## src/rtl/serial_framer_pkg.sv

```systemverilog
package serial_framer_pkg;

   typedef enum logic [1:0] {
      PAR_ODD  = 2'b00,
      PAR_EVEN = 2'b01,
      PAR_ONE  = 2'b10,
      PAR_ZERO = 2'b11
   } par_mode_e;

   typedef struct packed {
      logic      brk;
      par_mode_e pmode;
      logic      pen;
      logic      stop2;
      logic [1:0] len;
   } line_ctl_t;

   // Parity value for a character of 5 + len bits under the given mode.
   function automatic logic par_calc(input logic [7:0] d, input logic [1:0] len,
                                     input par_mode_e m);
      logic [7:0] mask;
      logic       x;
      mask = 8'hFF >> (2'd3 - len);
      x    = ^(d & mask);
      case (m)
         PAR_ODD:  par_calc = ~x;
         PAR_EVEN: par_calc = x;
         PAR_ONE:  par_calc = 1'b1;
         default:  par_calc = 1'b0;
      endcase
   endfunction

endpackage

```

## src/rtl/sf_tx.sv

```systemverilog
module sf_tx
   import serial_framer_pkg::*;
#(
   parameter int OVS = 16
) (
   input  logic      clk,
   input  logic      rst_n,
   input  logic      tick,
   input  line_ctl_t ctl,
   input  logic      tx_en,
   input  logic [7:0] tx_data,
   input  logic      tx_valid,
   output logic      tx_ready,
   output logic      txd,
   output logic      hold_empty,
   output logic      shift_empty
);

   localparam int CW = $clog2(2 * OVS + 1);
   localparam logic [CW-1:0] BIT_END  = CW'(OVS - 1);
   localparam logic [CW-1:0] STOP_1   = CW'(OVS - 1);
   localparam logic [CW-1:0] STOP_1H  = CW'(OVS + OVS / 2 - 1);
   localparam logic [CW-1:0] STOP_2   = CW'(2 * OVS - 1);

   typedef enum logic [2:0] {T_IDLE, T_START, T_DATA, T_PAR, T_STOP} tst_e;

   tst_e       st;
   logic [CW-1:0] cnt;
   logic [2:0] bit_idx;
   logic [7:0] hold_q, sh;
   logic       hold_full;
   logic [1:0] f_len;
   logic       f_stop2, f_pen;
   par_mode_e  f_pm;
   logic       txd_q;
   logic       line_bit;
   logic [2:0] last_idx;
   logic [CW-1:0] stop_end;

   assign last_idx = {1'b0, f_len} + 3'd4;
   assign stop_end = !f_stop2 ? STOP_1 : ((f_len == 2'd0) ? STOP_1H : STOP_2);

   always_comb begin
      case (st)
         T_START: line_bit = 1'b0;
         T_DATA:  line_bit = sh[bit_idx];
         T_PAR:   line_bit = par_calc(sh, f_len, f_pm);
         default: line_bit = 1'b1;
      endcase
   end

   always_ff @(posedge clk or negedge rst_n) begin
      if (!rst_n) begin
         st        <= T_IDLE;
         cnt       <= '0;
         bit_idx   <= '0;
         hold_q    <= '0;
         sh        <= '0;
         hold_full <= 1'b0;
         f_len     <= '0;
         f_stop2   <= 1'b0;
         f_pen     <= 1'b0;
         f_pm      <= PAR_ODD;
         txd_q     <= 1'b1;
      end else begin
         txd_q <= ctl.brk ? 1'b0 : line_bit;
         if (tx_valid && !hold_full) begin
            hold_q    <= tx_data;
            hold_full <= 1'b1;
         end
         case (st)
            T_IDLE: begin
               if (hold_full && tx_en) begin
                  sh        <= hold_q;
                  hold_full <= 1'b0;
                  f_len     <= ctl.len;
                  f_stop2   <= ctl.stop2;
                  f_pen     <= ctl.pen;
                  f_pm      <= ctl.pmode;
                  cnt       <= '0;
                  st        <= T_START;
               end
            end
            T_START: if (tick) begin
               if (cnt == BIT_END) begin
                  cnt     <= '0;
                  bit_idx <= '0;
                  st      <= T_DATA;
               end else cnt <= cnt + 1'b1;
            end
            T_DATA: if (tick) begin
               if (cnt == BIT_END) begin
                  cnt <= '0;
                  if (bit_idx == last_idx) st <= f_pen ? T_PAR : T_STOP;
                  else bit_idx <= bit_idx + 3'd1;
               end else cnt <= cnt + 1'b1;
            end
            T_PAR: if (tick) begin
               if (cnt == BIT_END) begin
                  cnt <= '0;
                  st  <= T_STOP;
               end else cnt <= cnt + 1'b1;
            end
            default: if (tick) begin
               if (cnt == stop_end) begin
                  cnt <= '0;
                  st  <= T_IDLE;
               end else cnt <= cnt + 1'b1;
            end
         endcase
      end
   end

   assign txd         = txd_q;
   assign tx_ready    = !hold_full;
   assign hold_empty  = !hold_full;
   assign shift_empty = !hold_full && (st == T_IDLE);

   // break forces the line low one cycle later
   p_break_low_r4: assert property (@(posedge clk) disable iff (!rst_n)
      ctl.brk |=> !txd);

   // with the gate closed an idle shifter stays idle
   p_gate_holds_r5: assert property (@(posedge clk) disable iff (!rst_n)
      (st == T_IDLE && !tx_en) |=> (st == T_IDLE));

   // an accepted character makes the holding register non-empty
   p_accept_fills_r6: assert property (@(posedge clk) disable iff (!rst_n)
      (tx_valid && tx_ready) |=> !hold_empty);

   // the line is high throughout the stop period unless break is set
   p_stop_high_r2: assert property (@(posedge clk) disable iff (!rst_n)
      (st == T_STOP && $past(st) == T_STOP && !$past(ctl.brk)) |-> txd);

endmodule

```

## src/rtl/sf_rx.sv

```systemverilog
module sf_rx
   import serial_framer_pkg::*;
#(
   parameter int OVS         = 16,
   parameter int SYNC_STAGES = 2
) (
   input  logic       clk,
   input  logic       rst_n,
   input  logic       tick,
   input  logic [1:0] len,
   input  logic       pen,
   input  par_mode_e  pmode,
   input  logic       rxd,
   output logic [7:0] rx_data,
   output logic       rx_valid,
   output logic       rx_parity_err,
   output logic       rx_frame_err,
   output logic       rx_break
);

   localparam int CW = $clog2(2 * OVS + 1);
   localparam logic [CW-1:0] BIT_END = CW'(OVS - 1);
   localparam logic [CW-1:0] MID_END = CW'(OVS / 2 - 1);

   typedef enum logic [2:0] {R_IDLE, R_START, R_DATA, R_PAR, R_STOP, R_WAIT} rst_e;

   logic rx_s;

   generate
      if (SYNC_STAGES == 0) begin : g_nosync
         assign rx_s = rxd;
      end else begin : g_sync
         logic [SYNC_STAGES-1:0] sq;
         always_ff @(posedge clk or negedge rst_n) begin
            if (!rst_n) sq <= '1;
            else        sq <= (sq << 1) | SYNC_STAGES'(rxd);
         end
         assign rx_s = sq[SYNC_STAGES-1];
      end
   endgenerate

   rst_e       st;
   logic [CW-1:0] cnt;
   logic [2:0] bit_idx;
   logic [7:0] sh;
   logic       par_q;
   logic [1:0] f_len;
   logic       f_pen;
   par_mode_e  f_pm;
   logic [2:0] last_idx;

   assign last_idx = {1'b0, f_len} + 3'd4;

   always_ff @(posedge clk or negedge rst_n) begin
      if (!rst_n) begin
         st            <= R_IDLE;
         cnt           <= '0;
         bit_idx       <= '0;
         sh            <= '0;
         par_q         <= 1'b0;
         f_len         <= '0;
         f_pen         <= 1'b0;
         f_pm          <= PAR_ODD;
         rx_data       <= '0;
         rx_valid      <= 1'b0;
         rx_parity_err <= 1'b0;
         rx_frame_err  <= 1'b0;
         rx_break      <= 1'b0;
      end else begin
         rx_valid <= 1'b0;
         case (st)
            R_IDLE: if (tick && !rx_s) begin
               st    <= R_START;
               cnt   <= '0;
               sh    <= '0;
               par_q <= 1'b0;
               f_len <= len;
               f_pen <= pen;
               f_pm  <= pmode;
            end
            R_START: if (tick) begin
               if (cnt == MID_END) begin
                  cnt     <= '0;
                  bit_idx <= '0;
                  st      <= rx_s ? R_IDLE : R_DATA;
               end else cnt <= cnt + 1'b1;
            end
            R_DATA: if (tick) begin
               if (cnt == BIT_END) begin
                  cnt         <= '0;
                  sh[bit_idx] <= rx_s;
                  if (bit_idx == last_idx) st <= f_pen ? R_PAR : R_STOP;
                  else bit_idx <= bit_idx + 3'd1;
               end else cnt <= cnt + 1'b1;
            end
            R_PAR: if (tick) begin
               if (cnt == BIT_END) begin
                  cnt   <= '0;
                  par_q <= rx_s;
                  st    <= R_STOP;
               end else cnt <= cnt + 1'b1;
            end
            R_STOP: if (tick) begin
               if (cnt == BIT_END) begin
                  cnt           <= '0;
                  rx_valid      <= 1'b1;
                  rx_data       <= sh;
                  rx_parity_err <= f_pen && (par_q != par_calc(sh, f_len, f_pm));
                  rx_frame_err  <= !rx_s;
                  rx_break      <= !rx_s && (sh == 8'h00) && (!f_pen || !par_q);
                  st            <= rx_s ? R_IDLE : R_WAIT;
               end else cnt <= cnt + 1'b1;
            end
            default: if (rx_s) st <= R_IDLE;
         endcase
      end
   end

   // a completed character is reported for exactly one cycle
   p_valid_pulse_r10: assert property (@(posedge clk) disable iff (!rst_n)
      rx_valid |=> !rx_valid);

   // a break frame is always also a framing error
   p_break_is_frame_r9: assert property (@(posedge clk) disable iff (!rst_n)
      (rx_valid && rx_break) |-> rx_frame_err);

   // data collection starts only after a low mid-start sample
   p_start_confirmed_r7: assert property (@(posedge clk) disable iff (!rst_n)
      ($past(st) == R_START && st == R_DATA) |-> !$past(rx_s));

endmodule

```

## src/rtl/async_serial_framer.sv

```systemverilog
module async_serial_framer
   import serial_framer_pkg::*;
#(
   parameter int OVS         = 16,
   parameter int SYNC_STAGES = 2
) (
   input  logic       clk,
   input  logic       rst_n,
   input  logic       tick16,
   input  logic [6:0] lcr,
   input  logic       tx_en,
   input  logic [7:0] tx_data,
   input  logic       tx_valid,
   output logic       tx_ready,
   output logic       txd,
   input  logic       rxd,
   output logic [7:0] rx_data,
   output logic       rx_valid,
   output logic       rx_parity_err,
   output logic       rx_frame_err,
   output logic       rx_break,
   output logic       hold_empty,
   output logic       shift_empty
);

   if (OVS < 4 || (OVS % 2) != 0) begin : g_bad_ovs
      $error("OVS must be an even value of at least 4");
   end
   if (SYNC_STAGES < 0 || SYNC_STAGES > 4) begin : g_bad_sync
      $error("SYNC_STAGES must lie between 0 and 4");
   end

   line_ctl_t ctl;
   assign ctl = line_ctl_t'(lcr);

   sf_tx #(.OVS(OVS)) u_tx (
      .clk         (clk),
      .rst_n       (rst_n),
      .tick        (tick16),
      .ctl         (ctl),
      .tx_en       (tx_en),
      .tx_data     (tx_data),
      .tx_valid    (tx_valid),
      .tx_ready    (tx_ready),
      .txd         (txd),
      .hold_empty  (hold_empty),
      .shift_empty (shift_empty)
   );

   sf_rx #(.OVS(OVS), .SYNC_STAGES(SYNC_STAGES)) u_rx (
      .clk           (clk),
      .rst_n         (rst_n),
      .tick          (tick16),
      .len           (ctl.len),
      .pen           (ctl.pen),
      .pmode         (ctl.pmode),
      .rxd           (rxd),
      .rx_data       (rx_data),
      .rx_valid      (rx_valid),
      .rx_parity_err (rx_parity_err),
      .rx_frame_err  (rx_frame_err),
      .rx_break      (rx_break)
   );

endmodule

```

## config.mk

```make
export PLATFORM = sky130hd
export DESIGN_NAME = async_serial_framer
export DESIGN_NICKNAME = d
export VERILOG_FILES = /design/src/rtl/serial_framer_pkg.sv /design/src/rtl/sf_tx.sv /design/src/rtl/sf_rx.sv /design/src/rtl/async_serial_framer.sv
export SDC_FILE = /design/constraint.sdc
export NUM_CORES = 1
export LEC_CHECK = 0
export CORE_MARGIN = 2
export CORE_UTILIZATION = 55
export CTS_BUF_LIST = sky130_fd_sc_hd__clkbuf_8
export DETAILED_ROUTE_END_ITERATION = 10
export PLACE_DENSITY = 0.77
export REMOVE_ABC_BUFFERS = 1
export SLEW_MARGIN = 20
export SYNTH_ARGS = -nofsm -noshare
export SYNTH_HDL_FRONTEND = slang
export SYNTH_SLANG_ARGS = --single-unit
```

## constraint.sdc

```tcl
create_clock -name clk -period 4.5 [get_ports clk]
set_input_delay 0.9 -clock clk [delete_from_list [all_inputs] [get_ports clk]]
set_output_delay 0.9 -clock clk [all_outputs]
set_load 0.01 [all_outputs]
```

==> flow_summary.yaml <==
floorplanning:
  start_util: 0.560
  fp.dieH_um: 89.3
  fp.dieW_um: 89.3
  io_pins: 37
  core-area_mm2: 0.00714
  dieArea_mm2: 0.00797
  num_rows: 31
final_layout:
  nets: 438
  area_delta_synth_final_pct: 15.7
  multi_input_area_mm2: 0.00193
  layout-drive-gt1-share: 0.163
  seq_area_mm2: 0.00191
  diodes: 0
  fill_cells: 592
critical_path:
  worstPathMaxFanout: 12
  crit_path_end_kind: "primary output"
  path_class: "reg -> out"
  crit_path_cell_trace: "or3_1 -> nor2_1 -> clkdlybuf4s50_1"
  startpoint_type: "flip-flop"
  arrival_ns: 2.04
  slowest_stage: "clkdlybuf4s50_1"
  cp_data_required_time_ns: 3.60
  cp_slowest_stage_delay_ns: 0.54
sta:
  tightest_slew_ns: 0.931
  relSlewSlack: 0.380
  tns_ns: 0
  slew_violations: 0
  max_clock_freq_ghz: 0.340
  rsz0062_at_grt: "no"
  finClkSkew_ns: 0.0148
  period_needed_ns: 2.94
  hold_violations: 0
  setup-violations-final: 0
  fin_crit_sh: 0.654
route:
  drcViolationCount: 0
  routedWlPerCell_um: 15.7
  final_antenna_net_count: 0
  drtIter0Drc: 181
  via_per_inst: 5.82
  routed-via-count: 2999
  first_pass_iters: 4
  wl_um: 8070
logic_synthesis:
  synth_cell_types: 63
  yosys_warnings: 0
  synth_compound_area_frac: 0.151
  synth_xor_area_frac: 0.0372
  synthMuxAreaShare: 0.136
  synth_enable_flop_cells: 0
  synth_top_area_cell: "dfrtp_1"
  synthFlopType: "dfrtp_1"
  synthCells: 380
  synth_area_mm2: 0.00400
  synth-seq-cells: 76
  avgSynthCellArea_um2: 10.5
  synth_top_area_frac: 0.457
  netlist_top_cells_area: "dfrtp_1, mux2_2, o21ai_0, dfstp_2, nand2_1"
  yosys.area_share.simple: 0.140
  synth_most_common_cell: "dfrtp_1"
  synthAdderAreaFrac: 0.0188
  ys_top_cells_by_count: "dfrtp_1, o21ai_0, mux2_2"
  async_flop_share: 1.00
  seq_area_frac_synth: 0.477
  synth_top_family_by_area: "compound AO/OA/AOI/OAI gates"
outcome:
  status: "finished clean"
power:
  p_sw_mw: 0.922
  seq_power_share: 0.421
  combPwrFrac: 0.362
  ir_worst_vdd_mv: 0.356
  powerDensity_mw_per_mm2: 567
  power_mw: 2.62
  swShare: 0.351
  power_leakage_nw: 2.00
  p_int_mw: 1.70
  power.share.clock: 0.217
clock_tree:
  cts_tree: "built"
  clockBufferDepth: 2
  cts_setup_buffers: 0
  clock-sinks: 76
  path_clk_slew_ns: 0.09
  cts_hold_buf: 0
  cts-root-buf: "clkbuf_8"
  insertion_delay_ns: 0.35
  cts_inserted_buffers: 9
  cts_resized: 0
  h-tree-depth: 3
global_route:
  grt_max_degree: 77
  grt_pass1_vias: 2807
  overflow: 0
  grt_pass1_wl_um: 13500
  grtUsageTotal: 0.221
  antenna_found_initial: 0
flow_run:
  maxCapViolations: 0
place:
  place.gp.congestion: 0.887
  hpwl_um: 5640
  portBuffers: 36
hold_path:
  hold_class: "reg -> reg"
-- metal layers --
| layer | share of wire | up-vias | wire length, µm | GRT usage |
|---|---|---|---|---|
| met2 | 0.48 | 67 | 3870 | 0.346 |
| met4 | 0.021 | 0 | 168 | 0.0963 |
| met3 | 0.039 | 16 | 318 | 0.0388 |
| met1 | 0.46 | 1470 | 3710 | 0.303 |
| met5 | 0 | - | 0 | 0 |
| li1 | - | 1446 | - | - |
-- path summary, 6_finish.rpt --
| kind | startpoint | end | slack [ns] | cells past startpoint |
|---|---|---|---|---|
| max in group asynchronous | rst_n | u_tx.bit_idx[2] | 3.20 | 1 |
| worst min-delay path | u_rx.g_sync.sq[0] | u_rx.g_sync.sq[1] | 0.36 | 0 |
| worst max-delay path | u_tx.st[1] | shift_empty | 1.56 | 3 |
| worst max register to register | u_tx.st[1] | u_tx.cnt[5] | 2.11 | 6 |
| min in group asynchronous | rst_n | u_tx.f_len[0] | 0.70 | 1 |
| worst min register to register | u_rx.g_sync.sq[0] | u_rx.g_sync.sq[1] | 0.36 | 0 |
-- metrics by stage --
step | hold slack, ns | std cells | instance area (µm²) | utilization | setup WS (ns)
after CTS | 0.358 | 515 | 4630 | 0.648 | 1.55
after global placement | 0.346 | 499 | 4410 | 0.618 | 1.59
after floorplan | 0.345 | 362 | 3910 | - | 1.95
after detailed placement | 0.348 | 499 | 4410 | 0.618 | 1.51
final | 0.357 | 515 | 4630 | 0.648 | 1.56
after global routing | 0.360 | 515 | 4630 | 0.648 | 1.46
-- layout by cell type, fill, tap and decap left out, types with 3 or more instances in the layout --
cell type,n
a21o_1,3
o211ai_1,4
or3_1,4
nand2_1,21
nand3b_1,3
a22o_1,5
a31oi_1,9
nor3_1,6
nand2b_1,4
nor2_1,20
nand3_1,13
mux2i_1,7
buf_4,3
clkdlybuf4s50_1,35
dfstp_2,3
nor2b_1,6
ha_1,6
o21ai_0,40
inv_1,22
clkbuf_8,10
o31ai_1,3
a21oi_1,12
mux2_2,39
nand4_1,5
dfrtp_1,73
xnor2_1,9
and3_1,6
-- layout make-up --
cell class | instances | share of cell area
Sequential cell | 76 | 0.412
Tap cell | 99 | 0.0268
Timing Repair Buffer | 38 | 0.0806
Clock buffer | 10 | 0.0297
Clock inverter | 6 | 0.0176
Inverter | 20 | 0.0162
Multi-Input combinational cell | 266 | 0.417
-- cell families (layout without fill, tap and decap cells) --
group,count (synthesis),in the layout
adder cells (fa/ha/maj),6,6
buffers and inverters,38,74
XOR/XNOR,13,13
flip-flops,76,76
AO/OA/AOI/OAI,96,96
multiplexers,48,48
AND/OR/NAND/NOR,103,103
-- worst max-delay path: cells and delay by family, from the launching register on --
kind / cells / cell delay, ns
AND/OR/NAND/NOR: 2 / 0.64
buffers and inverters: 1 / 0.54
flip-flops: 1 / 0.51
-- power groups by stage --
stage | Sequential (mW) | Clock, mW | Combinational [mW]
floorplan | 1.04 | 0 | 0.736
global placement | 1.10 | 0 | 0.903
detailed placement | 1.11 | 0 | 0.937
CTS | 1.10 | 0.579 | 0.950
global route | 1.14 | 0.611 | 1.06
finish | 1.11 | 0.569 | 0.950
-- sequential cells by signal, indices dropped and copies added (netlist names), 3 cells and up --
| name | flops |
|---|---|
| u_tx.hold_q | 8 |
| u_tx.sh | 8 |
| u_rx.st | 3 |
| u_rx.cnt | 6 |
| u_tx.st | 3 |
| u_tx.bit_idx | 3 |
| u_rx.bit_idx | 3 |
| u_rx.sh | 8 |
| u_rx.rx_data | 8 |
| u_tx.cnt | 6 |
Power figures use the tool's default switching activity.
